## src/rtl/esb_pq_pkg.sv

```systemverilog
package esb_pq_pkg;
  localparam logic [11:0] OFF_LVL_EOI = 12'h000;
  localparam logic [11:0] OFF_ST_EOI  = 12'h400;
  localparam logic [11:0] OFF_CLEAR   = 12'hC00;
  localparam logic [11:0] OFF_MASK    = 12'hD00;

  localparam logic [1:0] PQ_IDLE   = 2'b00;
  localparam logic [1:0] PQ_MASKED = 2'b01;
  localparam logic [1:0] PQ_PEND   = 2'b10;
  localparam logic [1:0] PQ_PENDQ  = 2'b11;

  typedef enum logic [1:0] {
    OP_KEEP  = 2'd0,
    OP_CLEAR = 2'd1,
    OP_MASK  = 2'd2,
    OP_STEOI = 2'd3
  } pqOp_e;

  typedef struct packed {
    logic  rd;
    pqOp_e op;
    logic  swTrig;
  } pqStrobe_t;
endpackage

```

## src/rtl/esb_pq_decode.sv

```systemverilog
module esb_pq_decode
  import esb_pq_pkg::*;
(
  input  logic        accValid,
  input  logic        accWrite,
  input  logic        accTrigPage,
  input  logic [11:0] accOffset,
  output pqStrobe_t   strb
);
  always_comb begin
    strb = '{rd: 1'b0, op: OP_KEEP, swTrig: 1'b0};
    if (accValid) begin
      if (!accWrite) begin
        strb.rd = 1'b1;
        if (!accTrigPage) begin
          if (accOffset == OFF_CLEAR || accOffset == OFF_LVL_EOI) strb.op = OP_CLEAR;
          else if (accOffset == OFF_MASK) strb.op = OP_MASK;
        end
      end else if (accTrigPage) begin
        strb.swTrig = 1'b1;
      end else if (accOffset == OFF_ST_EOI) begin
        strb.op = OP_STEOI;
      end
    end
  end
endmodule

```

## src/rtl/esb_pq_state.sv

```systemverilog
module esb_pq_state
  import esb_pq_pkg::*;
#(
  parameter int NUM_SRC = 16,
  parameter int RD_W    = 8,
  localparam int SRC_W  = (NUM_SRC > 1) ? $clog2(NUM_SRC) : 1
) (
  input  logic                 clk,
  input  logic                 rstN,
  input  pqStrobe_t            strb,
  input  logic [SRC_W-1:0]     accSrc,
  input  logic [NUM_SRC-1:0]   hwTrig,
  output logic                 rdValid,
  output logic [RD_W-1:0]      rdData,
  output logic [NUM_SRC-1:0]   notify,
  output logic [2*NUM_SRC-1:0] pqFlat
);
  for (genvar i = 0; i < NUM_SRC; i++) begin : g_src
    logic [1:0] pqQ, pqMid, pqNxt;
    logic       hit, trig, emitEoi, emitTrig;

    assign hit  = (accSrc == SRC_W'(i));
    assign trig = hwTrig[i] | (hit & strb.swTrig);

    always_comb begin
      pqMid   = pqQ;
      emitEoi = 1'b0;
      if (hit) begin
        unique case (strb.op)
          OP_CLEAR: pqMid = PQ_IDLE;
          OP_MASK:  pqMid = PQ_MASKED;
          OP_STEOI: begin
            pqMid   = pqQ[0] ? PQ_PEND : PQ_IDLE;
            emitEoi = pqQ[0];
          end
          default:  pqMid = pqQ;
        endcase
      end
      pqNxt    = pqMid;
      emitTrig = 1'b0;
      if (trig) begin
        if (pqMid == PQ_IDLE) begin
          pqNxt    = PQ_PEND;
          emitTrig = 1'b1;
        end else if (pqMid == PQ_PEND) begin
          pqNxt = PQ_PENDQ;
        end
      end
    end

    always_ff @(posedge clk) begin
      if (!rstN) begin
        pqQ       <= PQ_MASKED;
        notify[i] <= 1'b0;
      end else begin
        pqQ       <= pqNxt;
        notify[i] <= emitEoi | emitTrig;
      end
    end

    assign pqFlat[2*i +: 2] = pqQ;
  end

  always_ff @(posedge clk) begin
    if (!rstN) begin
      rdValid <= 1'b0;
      rdData  <= '0;
    end else begin
      rdValid <= strb.rd;
      if (strb.rd) rdData <= {{(RD_W-2){1'b0}}, pqFlat[{accSrc, 1'b0} +: 2]};
    end
  end
endmodule

```

## src/rtl/esb_pq_ctrl.sv

```systemverilog
module esb_pq_ctrl
  import esb_pq_pkg::*;
#(
  parameter int NUM_SRC = 16,
  parameter int RD_W    = 8,
  localparam int SRC_W  = (NUM_SRC > 1) ? $clog2(NUM_SRC) : 1
) (
  input  logic               clk,
  input  logic               rstN,
  input  logic               accValid,
  input  logic               accWrite,
  input  logic               accTrigPage,
  input  logic [SRC_W-1:0]   accSrc,
  input  logic [11:0]        accOffset,
  input  logic [NUM_SRC-1:0] hwTrig,
  output logic               rdValid,
  output logic [RD_W-1:0]    rdData,
  output logic [NUM_SRC-1:0] notify
);
  pqStrobe_t            strb;
  logic [2*NUM_SRC-1:0] pqFlat;

  esb_pq_decode u_dec (
    .accValid(accValid), .accWrite(accWrite), .accTrigPage(accTrigPage),
    .accOffset(accOffset), .strb(strb)
  );

  esb_pq_state #(.NUM_SRC(NUM_SRC), .RD_W(RD_W)) u_st (
    .clk(clk), .rstN(rstN), .strb(strb), .accSrc(accSrc), .hwTrig(hwTrig),
    .rdValid(rdValid), .rdData(rdData), .notify(notify), .pqFlat(pqFlat)
  );
endmodule

```

## config.mk

```make
export PLATFORM = sky130hd
export DESIGN_NAME = esb_pq_ctrl
export DESIGN_NICKNAME = d
export VERILOG_FILES = /design/src/rtl/esb_pq_pkg.sv /design/src/rtl/esb_pq_decode.sv /design/src/rtl/esb_pq_state.sv /design/src/rtl/esb_pq_ctrl.sv
export SDC_FILE = /design/constraint.sdc
export NUM_CORES = 1
export LEC_CHECK = 0
export BUFFER_PORTS_ARGS = -buffer_cell sky130_fd_sc_hd__clkbuf_2
export CAP_MARGIN = 15
export CORE_MARGIN = 2
export CORE_UTILIZATION = 55
export DETAILED_ROUTE_END_ITERATION = 10
export HOLD_SLACK_MARGIN = 0.03
export PLACE_DENSITY = 0.8
export SLEW_MARGIN = 10
export SYNTH_ARGS = -nofsm -noshare
export SYNTH_HDL_FRONTEND = slang
export SYNTH_SLANG_ARGS = --single-unit
```

## constraint.sdc

```tcl
create_clock -name clk -period 2.4 [get_ports clk]
set_input_delay 0.48 -clock clk [delete_from_list [all_inputs] [get_ports clk]]
set_output_delay 0.48 -clock clk [all_outputs]
set_load 0.05 [all_outputs]
```

# Word-level counts from Yosys, hierarchy flattened
# Index checks and enable logic that the tools add are counted.
# word_totals
regBits,51
input_bits,37
out_inout_bits,25
# classes
bitwise_logic,48
shifts,1
muxes,170
eq_ne,37
reduce_logical,19
# op_table
operator,n
$mux W2,86
$pmux W2 S3,16
$mux W1,67
$eq A2 B2 Y1 const B,18
$eq A4 B4 Y1 const B,8
$logic_not A2 Y1,16
$or A1 B1 Y1,32
$shiftx A32 B6 Y2,1
$eq A12 B12 Y1 const B,2
$and A1 B1 Y1,16
$eq A4 B3 Y1 const B,4
$eq A12 B11 Y1 const B,1
$logic_not A12 Y1,1
$eq A4 B2 Y1 const B,2
$eq A4 B1 Y1 const B,1
$logic_not A4 Y1,1
$mux W4,1
$eq A2 B1 Y1 const B,1
$logic_or A1 B1 Y1,1

# Depth between registers and ports, before layout
# logic_depth
depth_word,13
ltp_mapped,8
mapped_depth_nobuf,6

# By module
# A second synthesis with hierarchy kept.
# unflattened
cells_unflattened,433
hier_area_um2,3578.4
# modules_own_cells
module,seq_area_each_um2,cells_each,instances,area_each_um2
esb_pq_state,1021.0,419,1,3469.6
esb_pq_decode,0.0,14,1,108.9

# Least setup slack after synthesis
# OpenSTA, ideal clock, no wires.
# synth_timing
kind,input -> register
start,in accOffset[8]
end,reg u_st.notify[15]
setup_slack_ps,198
arrival_time_ps,2128
path_buffers,1
stages,7
path_cell_list,clkbuf_1 nor4bb_1 nand4_1 a21oi_1 a21boi_0 or4b_1 o21ai_0
# synth_via
elab_chain_cells,13
# synth_rtl
element,line_no,rtl
"start, declared",esb_pq_ctrl.sv:14,"input logic [11:0] accOffset,"
$eq A12 B12 Y1 (tied with other cells),esb_pq_decode.sv:17,else if (accOffset == OFF_MASK) strb.op = OP_MASK;
$mux W2 / $logic_or A1 B1 Y1 (equally long branches),"esb_pq_decode.sv:17, esb_pq_decode.sv:16",
$mux W2,esb_pq_decode.sv:16,if (accOffset == OFF_CLEAR || accOffset == OFF_LVL_EOI) strb.op = OP_CLEAR;
$mux W2,esb_pq_decode.sv:15,if (!accTrigPage) begin
$mux W2 *,esb_pq_decode.sv:13,if (!accWrite) begin
$mux W4 *,esb_pq_decode.sv:12,if (accValid) begin
$eq A2 B2 Y1 / $eq A2 B1 Y1 (equally long branches),esb_pq_state.sv:29,unique case (strb.op)
$pmux W2 S3,esb_pq_state.sv:29,
$mux W2,esb_pq_state.sv:28,if (hit) begin
$logic_not A2 Y1,esb_pq_state.sv:42,if (pqMid == PQ_IDLE) begin
$mux W1,esb_pq_state.sv:42,
$mux W1,esb_pq_state.sv:41,if (trig) begin
$or A1 B1 Y1 *,esb_pq_state.sv:57,notify[i] <= emitEoi | emitTrig;
"end signal, assigned by index",esb_pq_state.sv:57,
"end, declared",esb_pq_state.sv:15,"output logic [NUM_SRC-1:0] notify,"
# Every way passes the cells marked *; elsewhere a longest branch is shown, timed or not.
# A chain may end at the register's enable or synchronous reset.

# Worst setup path in the final report
# layout_timing
start,in accOffset[3]
end,reg u_st.notify[0]
# Same word-level chain as after synthesis.

==> impl_metrics.yaml <==
placement:
  portBuffers: 55
  dpl_cell_area_um2: 3573
  dp_hpwl_mm: 6.776
  gp_congestion: 0.9370
  dp_cells: 525
finish:
  final_cells: 533
  post_route_cells_drive_above_1_share_pct: 23.64
  layout.nets: 497
  fin_area_um2: 3695
  num_antenna_cells: 0
  areaGrowthSynthToFinish_pct: 16.77
timing:
  finalSetupViolations: 0
  worst_pin_slew_ps: 563.5
  final-hold-violation-count: 0
  fin_skew_ps: 7.749
  fin_crit_sh_pct: 93.75
  min_period_ps: 2250
  max_freq_ghz: 0.4444
  slew_violations: 0
  max_slew_margin_pct: 62.09
  rsz0062_at_grt: "no"
synthesis:
  ys_seq_elements: 51
  ys_seq_area_share_pct: 32.27
  ys_warn_count: 0
  yosys-top-cells-count: "dfxtp_1 (51), nand2_1 (44), o21ai_0 (36), nor2_1 (32), a21oi_1 (27)"
  yosys.cell_types.count: 55
  async_flop_share_pct: 0
  ys.flop_type: "dfxtp_1"
  syn_area_um2: 3164
  avgSynthCellArea_um2: 7.891
  yosys-top-cells-area: "dfxtp_1 (32%), o21ai_0 (5.7%), nand2_1 (5.2%)"
  synth_most_common_cell: "dfxtp_1"
  synth_edf_count: 0
  yosysTopAreaCellShare_pct: 32.27
  synthCells: 401
  synth_top_area_cell: "dfxtp_1"
floorplanning:
  coreArea_um2: 5540
  die_w_um: 79.85
  die-area_um2: 6376
  core.rowCount: 27
  ios: 62
  die_h_um: 79.85
  initial_core_util_pct: 57.11
clock_tree:
  clock_path_buffers: 2
  ctsHoldBuffers: 0
  cts_buffers: 5
  path_clk_slew_ps: 100
  clock_latency_ps: 310
  ctsResizeCount: 0
  cts.sinks: 51
  cts_root_buffer: "clkbuf_8"
  cts_setup_buffers: 0
  cts_htree_levels: 2
  cts_tree: "built"
power_and_ir_drop:
  pwr-share-clk_pct: 36.9
  internal_power_w: 0.001275
  p_sw_share_pct: 27.16
  p_sw_w: 0.0004755
  p_leak_nw: 1.379
  ir_drop_mv: 0.3626
  p_per_area_nw_per_um2: 473.9
  p_seq_share_pct: 48.7
  combPwrFrac_pct: 14.4
min_path:
  worstHoldPathType: "in -> reg"
  hold_start: "hwTrig[11]"
detailed_routing:
  wl_met3_um: 929
  routed.top_layer: "met4"
  wl_met2_mm: 4.348
  drt_iter0_drc: 419
  avgRoutedWirePerCell_um: 17.26
  viasPerCell: 6.553
  ant_nets: 0
  wl_met1_mm: 3.773
  drc: 0
  vias: 3493
  firstDrtPassIters: 5
  routed_wirelength_mm: 9.199
outcome:
  status: "complete, no violations"
critical_path:
  r2r-start: "u_st.g_src[9].pqQ[1]$_SDFF_PN0_"
  worst-endpoint-arrival_ps: 2470
  cp_slowest_cell: "or4b_1"
  crit_family: "simple AND/OR/NAND/NOR gates"
  cp_max_fo: 8
  crit_chain: "clkbuf_2 > nor4_4 > nand4_2 > or2_1 > o21ai_1 > or4b_1 > o21ai_0"
  required_ps: 2620
  crit_buf_inv: 1
  startpoint: "accOffset[3]"
  cpPeakStageDelay_ps: 450
  crit_type: "in -> reg"
  critPathLaunchType: "input port"
  cp-end-kind: "register"
global_routing:
  grt_usage_pct: 29.56
  antenna_found_initial: 0
  grt_pass1_wl_mm: 14.81
  grt-ovfl-total: 0
  grt_pass1_vias: 3174
  grt_max_degree: 25
job:
  drv_cap: 0
[per-stage QoR]
stage	hold WS (ps)	power [W]	TNS (ps)	utilization, %	setup WS, ps
global placement	446.8	0.001113	-117.6	64.50	-26.69
detailed placement	454.1	0.001117	-866.6	64.50	-169.3
CTS	432.0	0.001751	0	66.69	158.1
global route	451.1	0.001809	0	66.69	13.97
finish	433.5	0.001751	0	66.69	149.9
floorplan	460.1	0.001039	0	-	197.9
[power by group through the flow]
stage,registers (W),clock network (W),logic (W)
after floorplan,0.000879,0,0.000159
after global placement,0.000872,0,0.000241
after detailed placement,0.000872,0,0.000245
after CTS,0.000853,0.000652,0.000247
after global routing,0.000853,0.000684,0.000272
final,0.000853,0.000646,0.000252
[sequential cells by signal (all words and copies together), names as in the netlist]
name,flops
u_st.notify,16
u_st.g_src.pqQ,32
u_st.rdValid,1
u_st.rdData,2
[layout by cell type, fill, tap and decap left out, drive strengths merged, types with 6 or more instances in the layout]
cell and instances:
o21ai 45, or4b 7, a21o 6, mux4 6, buf 23, a21oi 27
clkbuf 61, o22ai 13, a21boi 6, conb 6, o21a 12, nor3 17
nand3 11, dfxtp 51, nand4 8, nand2 44, or2 8, nor2 32
nor2b 7
[path summary, 6_finish.rpt]
check / cells past startpoint / endpoint / slack (ps)
max reg2reg: 4 / u_st.rdData[1]$_SDFFE_PN0P_ / 830
max: 7 / u_st.notify[0]$_SDFF_PN0_ / 150
min: 3 / u_st.g_src[11].pqQ[0]$_SDFF_PN1_ / 430
min reg2reg: 2 / u_st.rdData[1]$_SDFFE_PN0P_ / 460
[final cells by class]
cell class / instances / area (µm²)
clock buffer: 6 / 82.58
clock inverter: 2 / 38.79
fill: 480 / 1846
inverter: 3 / 11.26
multi-input combinational: 321 / 2003
sequential: 51 / 1021
tap: 72 / 90.09
timing repair buffer: 78 / 447.9
[metal layers]
layer | vias up | track usage, %
li1 | 1607 | -
met1 | 1650 | 38.90
met2 | 213 | 49.83
met3 | 23 | 5.656
met4 | 0 | 7.627
met5 | - | 0
[cells by family (layout without fill, tap and decap cells)]
group	after synthesis	in the layout	synth area share, %
AND/OR/NAND/NOR	158	158	27.05
AO/OA/AOI/OAI	148	148	30.41
flip-flops	51	51	32.27
buffers and inverters	34	89	5.021
multiplexers	7	7	4.587
XOR/XNOR	2	2	0.5537
other	1	6	0.1185
[tightest hold or removal path: stages]
cell and delay, ps:
clkbuf_2 70, a21oi_1 50, o21ai_1 110
No activity file was read; power rests on OpenSTA's default activity.
